[src/rtl/prio_irq_pkg.sv]
package prio_irq_pkg;

    typedef enum logic [1:0] {
        ST_IDLE = 2'd0,
        ST_LO   = 2'd1,
        ST_HI   = 2'd2,
        ST_NEST = 2'd3
    } svc_state_e;

    localparam logic [2:0] SEL_FLAG = 3'd0;
    localparam logic [2:0] SEL_EN   = 3'd1;
    localparam logic [2:0] SEL_PRI  = 3'd2;
    localparam logic [2:0] SEL_POL  = 3'd3;
    localparam logic [2:0] SEL_CTL  = 3'd4;

    localparam int CTL_W     = 4;
    localparam int CTL_HI    = 0;
    localparam int CTL_LO    = 1;
    localparam int CTL_PERIPH = 2;
    localparam int CTL_MODE  = 3;

endpackage

[src/rtl/pin_edge_qual.sv]
module pin_edge_qual #(
    parameter int MIN_TICKS = 2
) (
    input  logic clk,
    input  logic rst_n,
    input  logic pin,
    input  logic tick,
    input  logic pol,
    output logic event_o
);
    localparam int CW = $clog2(MIN_TICKS + 1);
    localparam logic [CW-1:0] LAST = CW'(MIN_TICKS - 1);

    logic          s1, s2, lvl;
    logic [CW-1:0] cnt;

    always_ff @(posedge clk) begin
        if (!rst_n) begin
            s1  <= 1'b0;
            s2  <= 1'b0;
            lvl <= 1'b0;
            cnt <= '0;
        end else begin
            s1 <= pin;
            s2 <= s1;
            if (s2 == lvl) begin
                cnt <= '0;
            end else if (tick) begin
                if (cnt == LAST) begin
                    lvl <= s2;
                    cnt <= '0;
                end else begin
                    cnt <= cnt + 1'b1;
                end
            end
        end
    end

    assign event_o = (s2 != lvl) && tick && (cnt == LAST) && (s2 == pol);
endmodule

[src/rtl/irq_level_select.sv]
module irq_level_select #(
    parameter int NSRC  = 6,
    parameter int NCORE = 3
) (
    input  logic [NSRC-1:0] flags,
    input  logic [NSRC-1:0] en,
    input  logic [NSRC-1:0] pri,
    input  logic [3:0]      ctl,
    output logic            hi_req,
    output logic            lo_req
);
    import prio_irq_pkg::*;

    localparam logic [NSRC-1:0] CORE_MASK = {{(NSRC-NCORE){1'b0}}, {NCORE{1'b1}}};

    logic [NSRC-1:0] pend;
    logic            mode;

    always_comb begin
        mode   = ctl[CTL_MODE];
        pend   = flags & en & (CORE_MASK | {NSRC{ctl[CTL_PERIPH]}});
        hi_req = ctl[CTL_HI] && (mode ? |(pend & pri) : |pend);
        lo_req = mode && ctl[CTL_HI] && ctl[CTL_LO] && |(pend & ~pri);
    end
endmodule

[src/rtl/irq_service_seq.sv]
module irq_service_seq (
    input  logic clk,
    input  logic rst_n,
    input  logic insn_end,
    input  logic ret_strobe,
    input  logic hi_req,
    input  logic lo_req,
    output logic take_hi,
    output logic take_lo,
    output logic ret_hi,
    output logic ret_lo
);
    import prio_irq_pkg::*;

    svc_state_e state_q, state_d;
    logic       acc_hi, acc_lo;

    always_ff @(posedge clk) begin
        if (!rst_n) state_q <= ST_IDLE;
        else        state_q <= state_d;
    end

    always_comb begin
        acc_hi  = insn_end && hi_req && !ret_strobe &&
                  (state_q == ST_IDLE || state_q == ST_LO);
        acc_lo  = insn_end && lo_req && !hi_req && !ret_strobe &&
                  (state_q == ST_IDLE);
        state_d = state_q;
        unique case (state_q)
            ST_IDLE: begin
                if (acc_hi)      state_d = ST_HI;
                else if (acc_lo) state_d = ST_LO;
            end
            ST_LO: begin
                if (ret_strobe)  state_d = ST_IDLE;
                else if (acc_hi) state_d = ST_NEST;
            end
            ST_HI:   if (ret_strobe) state_d = ST_IDLE;
            ST_NEST: if (ret_strobe) state_d = ST_LO;
        endcase
    end

    always_comb begin
        take_hi = acc_hi;
        take_lo = acc_lo;
        ret_hi  = 1'b0;
        ret_lo  = 1'b0;
        unique case (state_q)
            ST_IDLE: ;
            ST_LO:   ret_lo = ret_strobe;
            ST_HI,
            ST_NEST: ret_hi = ret_strobe;
        endcase
    end
endmodule

[src/rtl/prio_irq_ctrl.sv]
module prio_irq_ctrl #(
    parameter int             NUM_EXT    = 2,
    parameter int             NUM_PERIPH = 3,
    parameter int             MIN_TICKS  = 2,
    parameter int             ADDR_W     = 16,
    parameter logic [ADDR_W-1:0] VEC_HI  = 16'h0008,
    parameter logic [ADDR_W-1:0] VEC_LO  = 16'h0018,
    localparam int            NSRC       = NUM_EXT + 1 + NUM_PERIPH
) (
    input  logic                  clk,
    input  logic                  rst_n,
    input  logic [NUM_EXT-1:0]    ext_pin,
    input  logic                  tmr_req,
    input  logic [NUM_PERIPH-1:0] per_req,
    input  logic                  insn_end,
    input  logic                  ret_strobe,
    input  logic                  wr_en,
    input  logic [2:0]            wr_sel,
    input  logic [NSRC-1:0]       wr_data,
    input  logic [2:0]            rd_sel,
    output logic [NSRC-1:0]       rd_data,
    output logic                  irq_take,
    output logic [ADDR_W-1:0]     irq_vector
);
    import prio_irq_pkg::*;

    localparam int NCORE = NUM_EXT + 1;

    logic [NSRC-1:0]    flags_q, en_q, pri_q, hw_set;
    logic [NUM_EXT-1:0] pol_q, ext_ev;
    logic [CTL_W-1:0]   ctrl_q, ctrl_d;
    logic               hi_req, lo_req, take_hi, take_lo, ret_hi, ret_lo;

    for (genvar i = 0; i < NUM_EXT; i++) begin : g_pin
        pin_edge_qual #(.MIN_TICKS(MIN_TICKS)) u_qual (
            .clk    (clk),
            .rst_n  (rst_n),
            .pin    (ext_pin[i]),
            .tick   (insn_end),
            .pol    (pol_q[i]),
            .event_o(ext_ev[i])
        );
    end

    assign hw_set = {per_req, tmr_req, ext_ev};

    irq_level_select #(.NSRC(NSRC), .NCORE(NCORE)) u_sel (
        .flags (flags_q),
        .en    (en_q),
        .pri   (pri_q),
        .ctl   (ctrl_q),
        .hi_req(hi_req),
        .lo_req(lo_req)
    );

    irq_service_seq u_seq (
        .clk       (clk),
        .rst_n     (rst_n),
        .insn_end  (insn_end),
        .ret_strobe(ret_strobe),
        .hi_req    (hi_req),
        .lo_req    (lo_req),
        .take_hi   (take_hi),
        .take_lo   (take_lo),
        .ret_hi    (ret_hi),
        .ret_lo    (ret_lo)
    );

    // Sequencer updates to the level enables take precedence over a write.
    always_comb begin
        ctrl_d = (wr_en && wr_sel == SEL_CTL) ? wr_data[CTL_W-1:0] : ctrl_q;
        if (take_hi) ctrl_d[CTL_HI] = 1'b0;
        if (take_lo) ctrl_d[CTL_LO] = 1'b0;
        if (ret_hi)  ctrl_d[CTL_HI] = 1'b1;
        if (ret_lo)  ctrl_d[CTL_LO] = 1'b1;
    end

    always_ff @(posedge clk) begin
        if (!rst_n) begin
            flags_q    <= '0;
            en_q       <= '0;
            pri_q      <= '1;
            pol_q      <= '1;
            ctrl_q     <= '0;
            irq_take   <= 1'b0;
            irq_vector <= '0;
        end else begin
            flags_q <= ((wr_en && wr_sel == SEL_FLAG) ? wr_data : flags_q) | hw_set;
            if (wr_en && wr_sel == SEL_EN)  en_q  <= wr_data;
            if (wr_en && wr_sel == SEL_PRI) pri_q <= wr_data;
            if (wr_en && wr_sel == SEL_POL) pol_q <= wr_data[NUM_EXT-1:0];
            ctrl_q   <= ctrl_d;
            irq_take <= take_hi || take_lo;
            if (take_hi)      irq_vector <= VEC_HI;
            else if (take_lo) irq_vector <= VEC_LO;
        end
    end

    always_comb begin
        unique case (rd_sel)
            SEL_FLAG: rd_data = flags_q;
            SEL_EN:   rd_data = en_q;
            SEL_PRI:  rd_data = pri_q;
            SEL_POL:  rd_data = {{(NSRC-NUM_EXT){1'b0}}, pol_q};
            SEL_CTL:  rd_data = {{(NSRC-CTL_W){1'b0}}, ctrl_q};
            default:  rd_data = '0;
        endcase
    end
endmodule

[config.mk]
export PLATFORM = sky130hd
export DESIGN_NAME = prio_irq_ctrl
export DESIGN_NICKNAME = d
export VERILOG_FILES = /design/src/rtl/prio_irq_pkg.sv /design/src/rtl/pin_edge_qual.sv /design/src/rtl/irq_level_select.sv /design/src/rtl/irq_service_seq.sv /design/src/rtl/prio_irq_ctrl.sv
export SDC_FILE = /design/constraint.sdc
export NUM_CORES = 1
export LEC_CHECK = 0
export ABC_AREA = 0
export BUFFER_PORTS_ARGS = -buffer_cell sky130_fd_sc_hd__buf_2
export CAP_MARGIN = 40
export CELL_PAD_IN_SITES_DETAIL_PLACEMENT = 1
export CELL_PAD_IN_SITES_GLOBAL_PLACEMENT = 2
export CORE_MARGIN = 2
export CORE_UTILIZATION = 31
export DETAILED_ROUTE_END_ITERATION = 8
export PLACE_DENSITY = 0.84
export SLEW_MARGIN = 0
export SYNTH_ARGS = -nofsm -noshare
export SYNTH_HDL_FRONTEND = slang
export SYNTH_SLANG_ARGS = --single-unit
[constraint.sdc]
create_clock -name clk -period 1.9 [get_ports clk]
set_clock_uncertainty 0.15 [all_clocks]
set_input_delay 0.285 -clock clk [delete_from_list [all_inputs] [get_ports clk]]
set_output_delay 0.285 -clock clk [all_outputs]
set_load 0.02 [all_outputs]
==> impl_results.md, run 1 <==
- Setup tns final: 0 ps
- Worst-path cell chain: mux4_2 -> inv_1 -> o21ai_0 -> buf_2
- Hold WC Path Type: input port to flip-flop
- Vias in the first global route: 1742
- Syn avg cell area: 8.77 sq um
- Worst-Skew Late Latency: 300 ps
- Reg2reg end: irq_vector[3]$_SDFFE_PN0P_
- Max Slew Vio Count: 0
- Setup crit end: rd_data[1]
- Netlist Area Pre-Place: 1980 sq um
- Drt wl/cell: 15.0 microns
- Post-CTS sizing: 1
- Critical path capture point type: primary output
- Crit path max fanout: 4
- Initial antenna violation count: 0
- CTS Hold Bufs: 0
- DR vias: 1656
- Most used DFF post-synth: dfxtp_1
- Post-synth ARST share: 0%
- Bufs and invs on worst path: 2
- Number of synthesized register bits: 39
- Pwr dens: 724 nW/um^2
- Cts bufs inserted: 5
- Max Fclk: 542 MHz
- Via/cell ratio: 4.96
- Die area: 7050 sq um
- CP startpoint kind: flip-flop
- Largest stage delay, worst path: 460 ps
- Post-DP Area: 2150 sq um
- CP delay by family, top: multiplexers
- Clock tree sinks: 39
- Post-CTS Setup Bufs: 0
- # IOs: 46
- Die span in x: 84.0 microns
- Post-layout nets: 279
- CP required: 1460 ps
- Largest net degree at the start of global routing: 21
- Layout cell share with drive strength beyond 1: 21.0%
- Hpwl dp: 3750 microns
- Row count: 29
- WP depth: 4
- Design Area, Final: 2240 sq um
- CORE AREA: 6280 sq um
- Worst setup startpoint: pol_q[1]$_SDFFE_PN1P_
- Critical R2R Launch: ctrl_q[2]$_SDFFE_PN0P_
- Final Instance Count excl. Fillers: 334
- Placed cell count: 326
- Root Driver: clkbuf_8
- Initial DRC Count: 96
- FF+latch area: 787 sq um
- RSZ-0062 raised after global routing: yes
- Port-buffer cells: 31
- CTS H-Tree Depth: 2
- Max Cap Viol: 0
- Clock transition at the registers of the reported paths: 80 ps
- Clk buf depth: 2
- Flop2flop setup slack: 200 ps
- Tcrit/Tclk final: 97.1%
- Sequential element share of the synthesized area: 39.4%
- Pleak: 0.918 nW
- Netlist cell types: 41
- Remaining Overflow, GRT: 0
- Syn Inst Count: 226
- CP Class: flip-flop to primary output
- Global-route wire length before repair: 8460 microns
- Pre-antenna DRT Iters: 4
- Initial Utilization: 31.6%
- Total power: 1.62 mW
- CP arrival: 1410 ps
- Total GRT Usage: 15.0%
- N_diodes: 0
- Number of flops mapped to enable cells by yosys: 0
- Slowest stage cell, crit path: mux4_2
- Final Setup Violations: 0
- # fillers: 760
- Fin. Hold Viols: 0
- R2R depth: 5
- Footprint of the multi-input gates: 1060 sq um
- Routed WL: 5010 microns
- Outcome: finished, final reports clean
- CTS tree: yes
- Area grow syn2layout: 13.2%
- Max VDD drop: 311 uV
- Post-route ant nets: 0
- Yosys warning count: 0
- Die Ht: 84.0 microns
- Residual DRC count: 0
- GPL Wtd Cong: 0.770
- Fin crit period: 1840 ps
[layout make-up]
type,instances,share of cell area [%]
sequential,39,35.1
inverter,8,1.34
multi-input combinational,168,47.4
clock buffer,5,3.07
clock inverter,3,0.892
timing repair buffer,34,7.92
tap,77,4.29
[cells in the final DEF, fill, tap and decap left out, types with 7 or more instances in the layout]
cell     count
buf_2       31
nand3_1     11
o21ai_0      9
conb_1      14
inv_1        7
mux2i_1     28
nand2_1     23
nor2_1      24
a21oi_1     13
dfxtp_1     34
[worst reg2reg max path, cell delays in order (launching register included)]
cell and delay, ps:
dfxtp_1 510, inv_1 100, o2111ai_2 210, o211ai_2 150, o2111a_4 200, o31a_1 270
[worst min-delay path by stage]
stage,start,slack [ps],cells past startpoint,end
after floorplan,wr_data[0],260,2,pol_q[0]$_SDFFE_PN1P_
final,ext_pin[0],40,2,g_pin[0].u_qual.s1$_SDFF_PN0_
after detailed placement,g_pin[0].u_qual.s1$_SDFF_PN0_,270,1,g_pin[0].u_qual.s2$_SDFF_PN0_
after global routing,ext_pin[1],40,2,g_pin[1].u_qual.s1$_SDFF_PN0_
after CTS,ext_pin[1],30,2,g_pin[1].u_qual.s1$_SDFF_PN0_
after global placement,g_pin[1].u_qual.s1$_SDFF_PN0_,260,1,g_pin[1].u_qual.s2$_SDFF_PN0_
[kinds of logic after synthesis]
kind of cell	count (synthesis)	share of synthesized area, %
compound gates	38	13.5
xor+xnor	4	1.77
buf+inv	32	9.41
flops	39	39.4
mux	30	15.8
other cells	1	0.189
simple gates	82	19.9
[synthesized netlist by cell type (2+ instances only)]
cell | number | area (sq um)
mux2i_1 | 28 | 280
o21ai_0 | 9 | 45.0
nand2_1 | 23 | 86.3
nand4_1 | 4 | 25.0
a22oi_1 | 2 | 15.0
nor2b_1 | 5 | 31.3
and2_1 | 5 | 31.3
buf_2 | 5 | 25.0
clkbuf_1 | 4 | 15.0
nor3b_1 | 3 | 22.5
o21a_1 | 3 | 22.5
inv_1 | 7 | 26.3
nand3_1 | 11 | 55.1
nor2_1 | 24 | 90.1
a21oi_1 | 13 | 65.1
and3b_1 | 2 | 17.5
buf_4 | 14 | 105
xnor2_1 | 2 | 17.5
dfxtp_1 | 39 | 781
xor2_1 | 2 | 17.5
[where the power goes]
part           total (mW)  internal [mW]  switching (mW)
clock network       0.572          0.256           0.316
logic               0.189         0.0704           0.119
registers           0.862          0.838          0.0240
total                1.62           1.16           0.459
[per-layer routing]
metal / GRT usage, % / share of wire, % / wire length, microns
met1: 17.9 / 45 / 2250
met2: 26.7 / 50 / 2520
met3: 3.07 / 3.7 / 186
met4: 5.13 / 1.3 / 63
met5: 0 / 0 / 0
[metrics by stage]
stage / worst slack, ps / utilization [%] / hold slack (ps)
floorplan: 188 / - / 260
global placement: 201 / 34.2 / 264
detailed placement: 203 / 34.2 / 274
CTS: 3.88 / 35.7 / 34.3
global route: -26.9 / 35.7 / 44.4
finish: 55.2 / 35.7 / 40.3
[registers in the layout (all words and copies together) (netlist names)]
name and flops:
pol_q 2, u_seq.state_q 2, ctrl_q 4, pri_q 6
irq_take 1, en_q 6, g_pin.u_qual.s1 2, g_pin.u_qual.cnt 4
irq_vector 2, flags_q 6, g_pin.u_qual.lvl 2, g_pin.u_qual.s2 2
Note: power is estimated with default switching activity, not from simulation.
==> run 2, diff against run 1 <==
--- a/config.mk
+++ b/config.mk
@@ -11,9 +11,9 @@
 export CELL_PAD_IN_SITES_DETAIL_PLACEMENT = 1
 export CELL_PAD_IN_SITES_GLOBAL_PLACEMENT = 2
 export CORE_MARGIN = 2
-export CORE_UTILIZATION = 31
+export CORE_UTILIZATION = 34
 export DETAILED_ROUTE_END_ITERATION = 8
-export PLACE_DENSITY = 0.84
+export PLACE_DENSITY_LB_ADDON = 0.2
 export SLEW_MARGIN = 0
 export SYNTH_ARGS = -nofsm -noshare
 export SYNTH_HDL_FRONTEND = slang
==> constraint.sdc (replaced) <==
create_clock -name clk -period 2.39 [get_ports clk]
set_clock_uncertainty 0.15 [all_clocks]
set_input_delay 0.3585 -clock clk [delete_from_list [all_inputs] [get_ports clk]]
set_output_delay 0.3585 -clock clk [all_outputs]
set_load 0.02 [all_outputs]
==> impl_results.md, run 2 (synthesis gave the netlist of run 1 again) <==
- Outcome: finished, final reports clean
- Initial Utilization: 35.6% (+4.0 points)
- N_diodes: 0 (unchanged)
- CP delay by family, top: multiplexers
- Clock transition at the registers of the reported paths: 70 ps (about the same)
- Die span in x: 80.4 microns (-4.3%)
- Clock tree sinks: 39 (unchanged)
- Pre-antenna DRT Iters: 4 (unchanged)
- # fillers: 687 (-9.6%)
- CP startpoint kind: flip-flop
- Largest net degree at the start of global routing: 21 (unchanged)
- Most frequent cells in the layout: dfxtp_1, buf_2, mux2i_1, nor2_1, nand2_1
- DP Worst Slack: 480 ps (+277 ps)
- CP arrival: 1400 ps (about the same)
- CP required: 1880 ps (+420 ps)
- CTS Hold Bufs: 0 (unchanged)
- Cts bufs inserted: 5 (unchanged)
- Hold WC Path Type: input port to flip-flop
- Max VDD drop: 355 uV (+14%)
- Residual DRC count: 0 (unchanged)
- Die area: 6460 sq um (-8.4%)
- Remaining Overflow, GRT: 0 (unchanged)
- Critical path capture point type: primary output
- Biggest regs: en_q x6, flags_q x6, pri_q x6
- Clk buf depth: 2 (unchanged)
- Most common cell after layout, fill and taps aside: dfxtp_1
- Slowest stage cell, crit path: mux4_2
- RSZ-0062 raised after global routing: no
- Final core utilization: 39.8% (+4.0 points)
- Final Instance Count excl. Fillers: 328 (-1.8%)
- CORE AREA: 5570 sq um (-11%)
- Post-CTS sizing: 0 (-1)
- # IOs: 46 (unchanged)
- Setup tns final: 0 ps (unchanged)
- Max Cap Viol: 0 (unchanged)
- CTS H-Tree Depth: 2 (unchanged)
- Worst-Skew Late Latency: 290 ps (about the same)
- Die Ht: 80.4 microns (-4.3%)
- Crit path max fanout: 5 (+1)
- CP Class: flip-flop to primary output
- Root Driver: clkbuf_8
- Fin crit period: 1910 ps
- Area grow syn2layout: 11.8%
- Tcrit/Tclk final: 79.7%
- Fin. Hold Viols: 0 (unchanged)
- Routed WL: 4730 microns (-5.7%)
- Port-buffer cells: 31 (unchanged)
- Global-route wire length before repair: 8000 microns (-5.5%)
- Row count: 27 (-6.9%)
- Pleak: 0.915 nW (-0.32%)
- Total GRT Usage: 16.4% (+1.4 points)
- Post-route ant nets: 0 (unchanged)
- Placed cell count: 320 (-1.8%)
- Vias in the first global route: 1652 (-5.2%)
- Worst-path cell chain: mux4_2 -> inv_1 -> o21ai_0 -> buf_2
- Setup WS post-layout: 484 ps (+429 ps)
- CTS tree: yes
- Drt wl/cell: 14.4 microns (-3.9%)
- Bufs and invs on worst path: 2 (unchanged)
- Via/cell ratio: 4.89 (-1.4%)
- Max Fclk: 525 MHz
- Post-layout nets: 278 (-0.36%)
- Total power: 1.27 mW (-22%)
- Pwr dens: 573 nW/um^2 (-21%)
- Largest stage delay, worst path: 450 ps (about the same)
- Initial antenna violation count: 0 (unchanged)
- Initial DRC Count: 40 (-58%)
- Post-CTS Setup Bufs: 0 (unchanged)
- Layout cell share with drive strength beyond 1: 18.0% (-3.0 points)
- GPL Wtd Cong: 0.765 (-0.67%)
- Final Setup Violations: 0 (unchanged)
- Max Slew Vio Count: 0 (unchanged)
- DR vias: 1604 (-3.1%)
- Hpwl dp: 3560 microns (-5.2%)
## run 2: cell count changes in the layout (fill, tap and decap cells not counted)
cell,delta
clkinvlp_4,-2
dfxtp_1,+5
clkbuf_1,+2
dfxtp_2,-5
buf_4,-1
## run 2: report_power, final
group          internal (mW)  switching [mW]  leakage (nW)  total [mW]
sequential             0.666          0.0186         0.317       0.684
clock                  0.205           0.234        0.0422       0.439
combinational         0.0548          0.0916         0.556       0.146
total                  0.926           0.344         0.915        1.27
## run 2: per-stage QoR
step / hold WS (ps) / area [sq um]
global route: 122 / 2220
CTS: 117 / 2220
global placement: 266 / 2130
floorplan: 262 / 2030
finish: 122 / 2220
detailed placement: 276 / 2130
## run 2: per-layer routing
layer	GRT usage, %	vias up	routed length (microns)
met2	27.0	28	2250
met5	0	-	0
li1	-	813	-
met4	6.61	0	96
met3	4.61	7	193
met1	20.2	756	2190
## run 2: worst paths after layout
kind	cells past startpoint	slack (ps)	to	startpoint
max	4	480	rd_data[1]	en_q[1]$_SDFFE_PN0P_
min reg2reg	2	290	g_pin[0].u_qual.cnt[1]$_SDFFE_PP0P_	g_pin[0].u_qual.cnt[1]$_SDFFE_PP0P_
max reg2reg	5	700	irq_vector[3]$_SDFFE_PN0P_	ctrl_q[2]$_SDFFE_PN0P_
min	2	120	g_pin[1].u_qual.s1$_SDFF_PN0_	ext_pin[1]
## run 2: cell type report
cell class	instances	area (sq um)	area share (%)
multi-input combinational	168	1060	48.0
inverter	8	30.0	1.36
tap	72	90.1	4.07
clock inverter	1	5.00	0.226
clock buffer	7	76.3	3.44
timing repair buffer	33	170	7.68
sequential	39	781	35.2
